--- src/rtl/srx_pkg.sv ---
package srx_pkg;

  localparam int unsigned FLAG_N = 3;
  localparam int unsigned FL_RIR = 0;
  localparam int unsigned FL_EIR = 1;
  localparam int unsigned FL_OE  = 2;

  // shift a word right by one, new bit entering at position w-1
  function automatic logic [31:0] shift_lsb_first(input logic [31:0] sr,
                                                   input logic b,
                                                   input int unsigned w);
    logic [31:0] r;
    r = sr >> 1;
    r[w-1] = b;
    return r;
  endfunction

  // overrun: old word unread, not read now, and the check enabled
  function automatic logic overrun_hit(input logic unread,
                                       input logic rd_now,
                                       input logic chk_en);
    return unread & ~rd_now & chk_en;
  endfunction

endpackage

--- src/rtl/srx_clkgen.sv ---
module srx_clkgen (
  input  logic clk,
  input  logic rst_n,
  input  logic start,
  input  logic busy,
  input  logic baud_tick,
  output logic sclk,
  output logic sample
);
  logic phase_q;
  logic tick_live;

  assign tick_live = busy & baud_tick;
  assign sample    = tick_live & phase_q;

  always_ff @(posedge clk or negedge rst_n) begin
    if (!rst_n) begin
      phase_q <= 1'b0;
      sclk    <= 1'b1;
    end else if (start) begin
      phase_q <= 1'b0;
      sclk    <= 1'b1;
    end else if (tick_live) begin
      phase_q <= ~phase_q;
      sclk    <= phase_q;
    end
  end

  assert_sclk_low_busy_R2: assert property (@(posedge clk) disable iff (!rst_n)
    !sclk |-> busy);
  assert_rise_samples_R3: assert property (@(posedge clk) disable iff (!rst_n)
    $rose(sclk) |-> $past(sample));
endmodule

--- src/rtl/srx_shifter.sv ---
module srx_shifter #(
  parameter int unsigned DATA_W = 8
) (
  input  logic              clk,
  input  logic              rst_n,
  input  logic              start,
  input  logic              sample,
  input  logic              rxd,
  output logic              byte_done,
  output logic [DATA_W-1:0] next_word
);
  import srx_pkg::*;
  localparam int unsigned CNT_W = (DATA_W > 1) ? $clog2(DATA_W) : 1;
  localparam logic [CNT_W-1:0] LAST = CNT_W'(DATA_W - 1);

  logic [DATA_W-1:0] sr_q;
  logic [CNT_W-1:0]  cnt_q;
  logic [31:0]       wide;

  assign wide      = shift_lsb_first(32'(sr_q), rxd, DATA_W);
  assign next_word = wide[DATA_W-1:0];
  assign byte_done = sample & (cnt_q == LAST);

  always_ff @(posedge clk or negedge rst_n) begin
    if (!rst_n) begin
      sr_q  <= '0;
      cnt_q <= '0;
    end else if (start) begin
      cnt_q <= '0;
    end else if (sample) begin
      sr_q  <= next_word;
      cnt_q <= byte_done ? '0 : cnt_q + 1'b1;
    end
  end

  assert_cnt_idle_R4: assert property (@(posedge clk) disable iff (!rst_n)
    byte_done |=> (cnt_q == '0));
endmodule

--- src/rtl/srx_flags.sv ---
module srx_flags #(
  parameter int unsigned DATA_W = 8
) (
  input  logic              clk,
  input  logic              rst_n,
  input  logic              byte_done,
  input  logic [DATA_W-1:0] next_word,
  input  logic              buf_rd,
  input  logic              oe_chk_en,
  input  logic [2:0]        flag_clr,
  output logic [DATA_W-1:0] rx_buf,
  output logic [2:0]        flags
);
  import srx_pkg::*;
  logic             unread_q;
  logic             ovr_ev;
  logic [FLAG_N-1:0] set_vec;

  assign ovr_ev  = byte_done & overrun_hit(unread_q, buf_rd, oe_chk_en);
  assign set_vec = {ovr_ev, ovr_ev, byte_done};

  always_ff @(posedge clk or negedge rst_n) begin
    if (!rst_n) begin
      rx_buf   <= '0;
      unread_q <= 1'b0;
    end else if (byte_done) begin
      rx_buf   <= next_word;
      unread_q <= 1'b1;
    end else if (buf_rd) begin
      unread_q <= 1'b0;
    end
  end

  for (genvar i = 0; i < FLAG_N; i++) begin : g_flag
    always_ff @(posedge clk or negedge rst_n) begin
      if (!rst_n)          flags[i] <= 1'b0;
      else if (set_vec[i]) flags[i] <= 1'b1;
      else if (flag_clr[i]) flags[i] <= 1'b0;
    end
  end

  assert_rir_after_done_R4: assert property (@(posedge clk) disable iff (!rst_n)
    byte_done |=> flags[FL_RIR]);
  assert_oe_with_eir_R7: assert property (@(posedge clk) disable iff (!rst_n)
    (flags[FL_OE] && !$past(flags[FL_OE])) |-> flags[FL_EIR]);
  assert_buf_hold_R3: assert property (@(posedge clk) disable iff (!rst_n)
    !byte_done |=> $stable(rx_buf));
  assert_read_no_ovr_R8: assert property (@(posedge clk) disable iff (!rst_n)
    (byte_done && buf_rd && !flags[FL_OE]) |=> !flags[FL_OE]);
  assert_clear_loses_R9: assert property (@(posedge clk) disable iff (!rst_n)
    (byte_done && flag_clr[FL_RIR]) |=> flags[FL_RIR]);
endmodule

--- src/rtl/srx_sync_rx.sv ---
module srx_sync_rx #(
  parameter int unsigned DATA_W = 8
) (
  input  logic              clk,
  input  logic              rst_n,
  input  logic              baud_tick,
  input  logic              ren_set,
  input  logic              ren_clr,
  input  logic              oe_chk_en,
  input  logic              buf_rd,
  input  logic              tbuf_wr,
  input  logic [2:0]        flag_clr,
  input  logic              rxd_i,
  output logic              sclk_o,
  output logic [DATA_W-1:0] rx_buf,
  output logic              ren,
  output logic              rir,
  output logic              eir,
  output logic              oe,
  output logic              tx_start
);
  import srx_pkg::*;
  logic busy_q;
  logic start;
  logic sample;
  logic byte_done;
  logic [DATA_W-1:0] next_word;
  logic [2:0] flags;

  assign start = ren_set & ~busy_q;

  always_ff @(posedge clk or negedge rst_n) begin
    if (!rst_n) begin
      busy_q   <= 1'b0;
      ren      <= 1'b0;
      tx_start <= 1'b0;
    end else begin
      tx_start <= tbuf_wr & ~busy_q & ~ren_set;
      if (start)          busy_q <= 1'b1;
      else if (byte_done) busy_q <= 1'b0;
      if (byte_done)      ren <= 1'b0;
      else if (ren_set)   ren <= 1'b1;
      else if (ren_clr)   ren <= 1'b0;
    end
  end

  srx_clkgen u_clk (
    .clk(clk), .rst_n(rst_n), .start(start), .busy(busy_q),
    .baud_tick(baud_tick), .sclk(sclk_o), .sample(sample)
  );

  srx_shifter #(.DATA_W(DATA_W)) u_sh (
    .clk(clk), .rst_n(rst_n), .start(start), .sample(sample), .rxd(rxd_i),
    .byte_done(byte_done), .next_word(next_word)
  );

  srx_flags #(.DATA_W(DATA_W)) u_fl (
    .clk(clk), .rst_n(rst_n), .byte_done(byte_done), .next_word(next_word),
    .buf_rd(buf_rd), .oe_chk_en(oe_chk_en), .flag_clr(flag_clr),
    .rx_buf(rx_buf), .flags(flags)
  );

  assign rir = flags[FL_RIR];
  assign eir = flags[FL_EIR];
  assign oe  = flags[FL_OE];

  assert_ren_drops_R4: assert property (@(posedge clk) disable iff (!rst_n)
    byte_done |=> (!ren && sclk_o));
  assert_no_tx_busy_R6: assert property (@(posedge clk) disable iff (!rst_n)
    busy_q |=> !tx_start);
  assert_tx_one_cycle_R6: assert property (@(posedge clk) disable iff (!rst_n)
    (tx_start && !$past(tbuf_wr, 1) ) |-> 1'b0);
  assert_clr_keeps_byte_R5: assert property (@(posedge clk) disable iff (!rst_n)
    (busy_q && ren_clr && !byte_done) |=> busy_q);
  assert_set_no_restart_R10: assert property (@(posedge clk) disable iff (!rst_n)
    (busy_q && ren_set && !byte_done) |=> ($stable(sclk_o) || baud_tick));
endmodule

--- config.mk ---
export PLATFORM = sky130hd
export DESIGN_NAME = srx_sync_rx
export DESIGN_NICKNAME = d
export VERILOG_FILES = /design/src/rtl/srx_pkg.sv /design/src/rtl/srx_clkgen.sv /design/src/rtl/srx_shifter.sv /design/src/rtl/srx_flags.sv /design/src/rtl/srx_sync_rx.sv
export SDC_FILE = /design/constraint.sdc
export NUM_CORES = 1
export LEC_CHECK = 0
export CAP_MARGIN = 20
export CORE_MARGIN = 1
export CORE_UTILIZATION = 47
export DETAILED_ROUTE_END_ITERATION = 7
export GPL_ROUTABILITY_DRIVEN = 0
export PLACE_DENSITY = 0.84
export SYNTH_ARGS = -nofsm -noshare
export SYNTH_HDL_FRONTEND = slang
export SYNTH_SLANG_ARGS = --single-unit
--- constraint.sdc ---
create_clock -name clk -period 1.92 [get_ports clk]
set_clock_uncertainty 0.1 [all_clocks]
set_input_delay 0.384 -clock clk [delete_from_list [all_inputs] [get_ports clk]]
set_output_delay 0.384 -clock clk [all_outputs]
set_load 0.03 [all_outputs]
==> impl_metrics.ini, run 1 <==
[worst_setup_path]
cpPeakStageDelay_ns = 0.68
crit_type = reg -> out
start_kind = register
cp_max_fo = 2
crit_arrival_ns = 1.37
worst_ep_required_time_ns = 1.44
worstSetupEndpointType = primary output
crit_family = buffers and inverters
path_cells = clkdlybuf4s50_1
cp_slowest_cell = clkdlybuf4s50_1
path_buf_inv = 1

[flow_run]
maxCapViolCount = 0

[placement]
portBuffers = 25
postPlaceCellArea_sq_um = 1379
dpl.hpwl_um = 1414

[finish]
layout_commonest_cell = dfrtp_1
fillers = 166
seq_area_sq_um = 676.9
antenna_cells = 0
layout_common_cells = 26 x dfrtp_1, 24 x nand2_1, 24 x clkdlybuf4s50_1
final_nets = 141
stdcell_area_sq_um = 1404
drive_gt1_share_pct = 11.90
multi_input_area_sq_um = 371.6
syn_to_final_growth_pct = 28.52

[route]
drtIter0Drc = 8
detail_route.wirelength_um = 1887
drt-wirelength-per-cell_um = 12.25
drc = 0
viasPerCell = 5.097
postRouteAntennaNets = 0
num_vias = 785
first_pass_iters = 4

[sta]
holdWs_ns = 0.3245
period_minus_slack_ns = 1.852
timing.slew.headroom_pct = 73.90
grt_setup_unrepaired = false
final-hold-violation-count = 0
finalSetupViolCount = 0
setup_tns_ns = 0
fmax_mhz = 540.0
fin_crit_sh_pct = 96.45
finalMaxSlewViolations = 0
worst_pin_slew_ns = 0.3903

[power_and_ir_drop]
fin_total_pwr_mw = 1.812
pwr-share-comb_pct = 37.4
switching_power_mw = 0.6349
p_seq_share_pct = 49.8
sw_frac_of_total_pct = 35.04
clkPwrFrac_pct = 12.9
vdd_drop_max_mv = 0.8272
leakagePower_nw = 0.6649
p_int_mw = 1.177
powerDensity_nw_per_um2 = 1291

[die]
die_w_um = 50.21
dieArea_sq_um = 2521
core.rowCount = 17
die_h_um = 50.21
io_pins = 26
start_util_pct = 49.86
core-area_sq_um = 2191

[yosys]
yosys-top-cells-area = dfrtp_1 60%, nand2_1 8.2%, mux2_4 5.5%
syn_inst = 97
yosys_warnings = 0
syn_area_sq_um = 1092
synth.avg_cell_area_sq_um = 11.26
synth_seq_cells = 27
yosys.area.top_type_share_pct = 59.56
ys_seq_area_share_pct = 61.97
synth.distinct_cells = 22
syn-num-nets = 111
synth_top_area_cell = dfrtp_1

[min_path]
hold_path_class = in -> async

[clocking]
cts_num_sinks = 27
cts_tree = done
hold_buffers = 0
clkTransAtPathRegs_ns = 0.14
clk_latency_ns = 0.31
cts_buffers = 3
cts_root_buf = clkbuf_4
cts_resized = 1
post_cts_buffers = 0
cts_max_level = 1
clock_path_buffers = 2

[global_routing]
grt_pass1_vias = 770
grt_usage_pct = 17.52
gr-total-overflow = 0
grt_pass1_wl_um = 3305
grt_start_max_net_pins = 28
antenna_found_initial = 0

[status]
status = completed
## power groups by stage
stage                     registers, mW  logic (mW)  clock network [mW]
final                             0.902       0.677               0.233
after global placement            0.900       0.654                   0
after CTS                         0.902       0.686               0.238
after detailed placement          0.915       0.690                   0
after global routing              0.930       0.736               0.266
after floorplan                    1.04       0.282                   0
## layer usage
metal | part of all wire (%) | up-vias | GRT usage, %
met4 | 0 | 0 | 5.238
li1 | - | 381 | -
met3 | 3.3 | 0 | 3.939
met2 | 52 | 18 | 30.22
met5 | 0 | - | 0
met1 | 44 | 386 | 21.75
## through the flow
step	cells	util, %	setup WS (ns)
CTS	154	64.08	0.05401
detailed placement	150	62.94	0.09346
finish	154	64.08	0.06809
global route	154	64.08	0.01276
floorplan	97	-	0.4895
global placement	150	62.94	0.1455
## Yosys cell counts, drive strengths merged
master	count
a21oi	5
and2	1
and4	1
buf	3
dfrtp	26
dfstp	1
ha	2
inv	6
mux2	7
mux2i	1
nand2	24
nand2b	3
nand3	4
nand4	1
nand4b	1
nor2	3
nor3	1
o21ai	6
o31ai	1
## path summary, 6_finish.rpt
check / startpoint / slack, ns / depth (start not counted) / endpoint
max: u_fl.rx_buf[6] / 0.07 / 1 / rx_buf[6]
max in group asynchronous: rst_n / 1.10 / 2 / u_clk.sclk
min in group clk: u_sh.sr_q[1] / 0.39 / 2 / u_fl.rx_buf[0]
min: rst_n / 0.32 / 2 / u_fl.rx_buf[1]
max reg2reg: u_sh.cnt_q[0] / 0.31 / 5 / u_fl.rx_buf[6]
min reg2reg: u_sh.sr_q[1] / 0.39 / 2 / u_fl.rx_buf[0]
## kinds of logic (layout without fill, tap and decap cells)
kind of cell,count (synthesis),count (layout),synth area share (%)
adder cells (fa/ha/maj),2,2,2.291
AND/OR/NAND/NOR,39,39,16.50
buffers and inverters,9,38,4.009
AO/OA/AOI/OAI,12,12,5.727
multiplexers,8,8,9.507
flip-flops,27,27,61.97
## flip-flops by register name, summed over array words and instances (netlist names)
name           count
u_fl.rx_buf        8
u_clk.phase_q      1
ren                1
busy_q             1
u_fl.flags         3
u_clk.sclk         1
u_fl.unread_q      1
u_sh.cnt_q         3
tx_start           1
u_sh.sr_q          7
## cell type report
type / count / share of cell area, %
Multi-Input combinational cell: 61 / 26.47
Sequential cell: 27 / 48.22
Inverter: 6 / 1.604
Clock buffer: 4 / 1.872
Tap cell: 28 / 2.496
Timing Repair Buffer: 28 / 19.34
Power figures use the tool's default switching activity.
==> run 2, diff against run 1 <==
--- a/config.mk
+++ b/config.mk
@@ -7,10 +7,10 @@
 export LEC_CHECK = 0
 export CAP_MARGIN = 20
 export CORE_MARGIN = 1
-export CORE_UTILIZATION = 47
+export CORE_UTILIZATION = 50
 export DETAILED_ROUTE_END_ITERATION = 7
 export GPL_ROUTABILITY_DRIVEN = 0
-export PLACE_DENSITY = 0.84
+export PLACE_DENSITY = 0.88
 export SYNTH_ARGS = -nofsm -noshare
 export SYNTH_HDL_FRONTEND = slang
 export SYNTH_SLANG_ARGS = --single-unit
==> constraint.sdc (replaced) <==
create_clock -name clk -period 2.23 [get_ports clk]
set_clock_uncertainty 0.1 [all_clocks]
set_input_delay 0.446 -clock clk [delete_from_list [all_inputs] [get_ports clk]]
set_output_delay 0.446 -clock clk [all_outputs]
set_load 0.03 [all_outputs]
==> impl_metrics.ini, run 2 (synthesis gave the netlist of run 1 again) <==
[min_path]
hold_path_class = in -> async

[sta]
final-hold-violation-count = 0
fin_crit_sh_pct = 93.43
finalMaxSlewViolations = 0
setup_ws_ns = 0.1465
holdWs_ns = 0.3752
fmax_mhz = 480.0
setup_tns_ns = 0
worst_pin_slew_ns = 0.4024
finalSetupViolCount = 0
timing.slew.headroom_pct = 73.09
grt_setup_unrepaired = false
period_minus_slack_ns = 2.084

[flow_run]
maxCapViolCount = 0

[finish]
stdcell_area_sq_um = 1398
final_nets = 140
instances_no_fill = 152
layout_commonest_cell = dfrtp_1
layout_common_cells = 26 x dfrtp_1, 25 x clkdlybuf4s50_1, 24 x nand2_1
fin_util_pct = 69.81
reg_top3 = u_fl.rx_buf x8, u_sh.sr_q x7
antenna_cells = 0
drive_gt1_share_pct = 12.00
largest_reg_flops = 8
syn_to_final_growth_pct = 27.95
regMostFlops = u_fl.rx_buf

[route]
dr_wl_met3_um = 58
num_vias = 781
viasPerCell = 5.138
route.met2.wl_um = 1114
highest_layer = met4
drtIter0Drc = 12
first_pass_iters = 4
detail_route.wirelength_um = 1991
postRouteAntennaNets = 0
drt-wirelength-per-cell_um = 13.10
drt-met1-wl_um = 780
drc = 0

[placement]
dpl.hpwl_um = 1493
post-place-ws_ns = 0.2527
dpl.cell_count = 148
portBuffers = 25
postPlaceCellArea_sq_um = 1370

[die]
dieArea_sq_um = 2376
core.rowCount = 16
core-area_sq_um = 2002
start_util_pct = 54.56
io_pins = 26
die_h_um = 48.74
die_w_um = 48.74

[global_routing]
grt_pass1_wl_um = 3601
grt_usage_pct = 20.24
grt_start_max_net_pins = 28
gr-total-overflow = 0
grt_pass1_vias = 777
antenna_found_initial = 0

[power_and_ir_drop]
switching_power_mw = 0.5605
leakagePower_nw = 0.6620
clkPwrFrac_pct = 12.9
p_int_mw = 1.015
vdd_drop_max_mv = 0.6259
sw_frac_of_total_pct = 35.57
powerDensity_nw_per_um2 = 1127
fin_total_pwr_mw = 1.576
pwr-share-comb_pct = 37.4
p_seq_share_pct = 49.7

[worst_setup_path]
crit_type = reg -> out
worstSetupEndpointType = primary output
cp.depth = 1
crit_family = buffers and inverters
crit_arrival_ns = 1.54
path_buf_inv = 1
cp_slowest_cell = clkdlybuf4s50_1
cp_max_fo = 3
start_kind = register
reg2regPathDepth = 6
cpPeakStageDelay_ns = 0.66
path_cells = clkdlybuf4s50_1
worst_ep_required_time_ns = 1.68

[status]
status = completed

[clocking]
cts_num_sinks = 27
clk_latency_ns = 0.31
clock_path_buffers = 2
clkTransAtPathRegs_ns = 0.14
cts_resized = 0
hold_buffers = 0
cts_buffers = 3
cts_max_level = 1
cts_root_buf = clkbuf_4
post_cts_buffers = 0
cts_tree = done
## run 2: cell types whose count changed in the layout (fill, tap and decap cells not counted), sizes merged
cell,previous run,this run
buf,3,2
clkbuf,4,3
clkdlybuf4s50,24,25
clkinv,0,1
dlygate4sd2,1,0
## run 2: final timing paths
path,startpoint,end,slack [ns]
worst min-delay path,rst_n,u_sh.sr_q[2],0.38
max in group asynchronous,rst_n,u_clk.sclk,1.36
min in group clk,u_fl.rx_buf[3],u_fl.rx_buf[3],0.39
worst min register to register,u_fl.rx_buf[3],u_fl.rx_buf[3],0.39
worst max-delay path,u_clk.sclk,sclk_o,0.15
worst max register to register,u_sh.cnt_q[0],u_fl.rx_buf[6],0.61
## run 2: layout make-up
class,instances,area (sq um)
flip-flops and latches,27,676.9
clock inverters,1,5.005
well taps,27,33.78
multi-input cells,61,371.6
clock buffers,3,22.52
repair buffers,27,265.3
inverters,6,22.52
fillers,150,604.3
## run 2: routing by layer
metal  vias to the layer above  track usage, %
met1                       379           22.90
met4                         0           10.29
met2                        19           36.11
met5                         -               0
li1                        377               -
met3                         6           3.774
## run 2: power by group through the flow
stage	clock network, mW	registers, mW	logic, mW
CTS	0.210	0.780	0.595
floorplan	0	0.899	0.243
detailed placement	0	0.792	0.591
global placement	0	0.771	0.560
finish	0.204	0.783	0.589
global route	0.234	0.806	0.635
==> run 3, diff against run 2 <==
--- a/config.mk
+++ b/config.mk
@@ -7,10 +7,10 @@
 export LEC_CHECK = 0
 export CAP_MARGIN = 20
 export CORE_MARGIN = 1
-export CORE_UTILIZATION = 50
+export CORE_UTILIZATION = 51
 export DETAILED_ROUTE_END_ITERATION = 7
 export GPL_ROUTABILITY_DRIVEN = 0
-export PLACE_DENSITY = 0.88
+export PLACE_DENSITY = 0.9
 export SYNTH_ARGS = -nofsm -noshare
 export SYNTH_HDL_FRONTEND = slang
 export SYNTH_SLANG_ARGS = --single-unit
==> impl_metrics.ini, run 3 (synthesis gave the netlist of run 1 again) <==
[worst_setup_path]
worst_ep_required_time_ns = 1.68
crit_type = reg -> out
crit_family = buffers and inverters
worstSetupEndpointType = primary output
cpPeakStageDelay_ns = 0.66
cp_slowest_cell = clkdlybuf4s50_1
path_cells = clkdlybuf4s50_1
crit_arrival_ns = 1.55
start_kind = register
cp_max_fo = 3
path_buf_inv = 1

[die]
die_w_um = 48.28
die_h_um = 48.28
dieArea_sq_um = 2331
core.rowCount = 16
start_util_pct = 55.11
core-area_sq_um = 1982
io_pins = 26

[sta]
grt_setup_unrepaired = false
setup_tns_ns = 0
finalSetupViolCount = 0
period_minus_slack_ns = 2.099
fin_crit_sh_pct = 94.11
worst_pin_slew_ns = 0.4068
fmax_mhz = 476.5
finalMaxSlewViolations = 0
timing.slew.headroom_pct = 72.80
final-hold-violation-count = 0

[finish]
layout_commonest_cell = dfrtp_1
fillers = 145
reg_top3 = u_fl.rx_buf x8, u_sh.sr_q x7
layout_common_cells = 26 x dfrtp_1, 25 x clkdlybuf4s50_1, 24 x nand2_1
regMostFlops = u_fl.rx_buf
final_nets = 139
syn_to_final_growth_pct = 27.15
largest_reg_flops = 8
antenna_cells = 0
drive_gt1_share_pct = 10.48
instances_no_fill = 151

[route]
detail_route.wirelength_um = 1987
drtIter0Drc = 6
postRouteAntennaNets = 0
route.met2.wl_um = 992
drt-met1-wl_um = 866
viasPerCell = 5.113
drc = 0
first_pass_iters = 3
dr_wl_met3_um = 87
drt-wirelength-per-cell_um = 13.16
num_vias = 772
highest_layer = met4

[power_and_ir_drop]
leakagePower_nw = 0.6538
fin_total_pwr_mw = 1.576
powerDensity_nw_per_um2 = 1134
vdd_drop_max_mv = 0.7228

[min_path]
hold_path_class = in -> async

[placement]
dpl.cell_count = 147
portBuffers = 25
dpl.hpwl_um = 1468

[flow_run]
maxCapViolCount = 0

[clocking]
clock_path_buffers = 2
cts_buffers = 3
cts_num_sinks = 27
cts_max_level = 1
post_cts_buffers = 0
clkTransAtPathRegs_ns = 0.13
cts_resized = 0
clk_latency_ns = 0.32
cts_root_buf = clkbuf_4
hold_buffers = 0
cts_tree = done

[status]
status = completed

[global_routing]
grt_pass1_vias = 683
grt_start_max_net_pins = 28
grt_usage_pct = 19.48
gr-total-overflow = 0
antenna_found_initial = 0
grt_pass1_wl_um = 2994
## run 3: cell types whose count changed in the layout (fill, tap and decap cells not counted), sizes merged
| cell | delta |
|---|---|
| buf | -1 |
| clkbuf | +1 |
| clkinv | -1 |
## run 3: report_power, final
group	internal, mW	switching, mW	total (mW)
clock	0.0701	0.135	0.206
sequential	0.660	0.122	0.782
combinational	0.289	0.298	0.588
total	1.02	0.556	1.58
## run 3: worst paths after layout
check                                     from        endpoint  slack [ns]  cells past startpoint
worst max register to register   u_sh.cnt_q[0]   u_fl.flags[2]        0.51                      5
worst min-delay path                     rst_n    u_sh.sr_q[4]        0.37                      2
worst min register to register  u_fl.rx_buf[5]  u_fl.rx_buf[5]        0.39                      2
min in group clk                u_fl.rx_buf[5]  u_fl.rx_buf[5]        0.39                      2
max in group asynchronous                rst_n      u_clk.sclk        1.37                      2
worst max-delay path                u_clk.sclk          sclk_o        0.13                      1
## run 3: stage by stage
stage	area, sq um	hold WS (ns)	setup slack (ns)	util [%]
6_report	1389	0.3683	0.1313	70.08
5_1_grt	1389	0.3914	0.09234	70.08
4_1_cts	1389	0.3743	0.1224	70.08
3_5_place_dp	1363	0.3618	0.2462	68.75
3_3_place_gp	1363	0.3574	0.2728	68.75
2_1_floorplan	1092	0.05041	0.7995	-
## run 3: layout make-up
cell class                 count  area, sq um  share of cell area, %
multi-input combinational     61        371.6                  26.76
timing repair buffer          26        257.7                  18.56
tap                           27        33.78                  2.432
clock buffer                   4        26.28                  1.892
inverter                       6        22.52                  1.622
sequential                    27        676.9                  48.74
## run 3: routing by layer
metal	track usage, %	up-vias
met5	0	-
met1	23.73	371
met4	8.333	0
met2	33.60	22
met3	3.704	5
li1	-	374
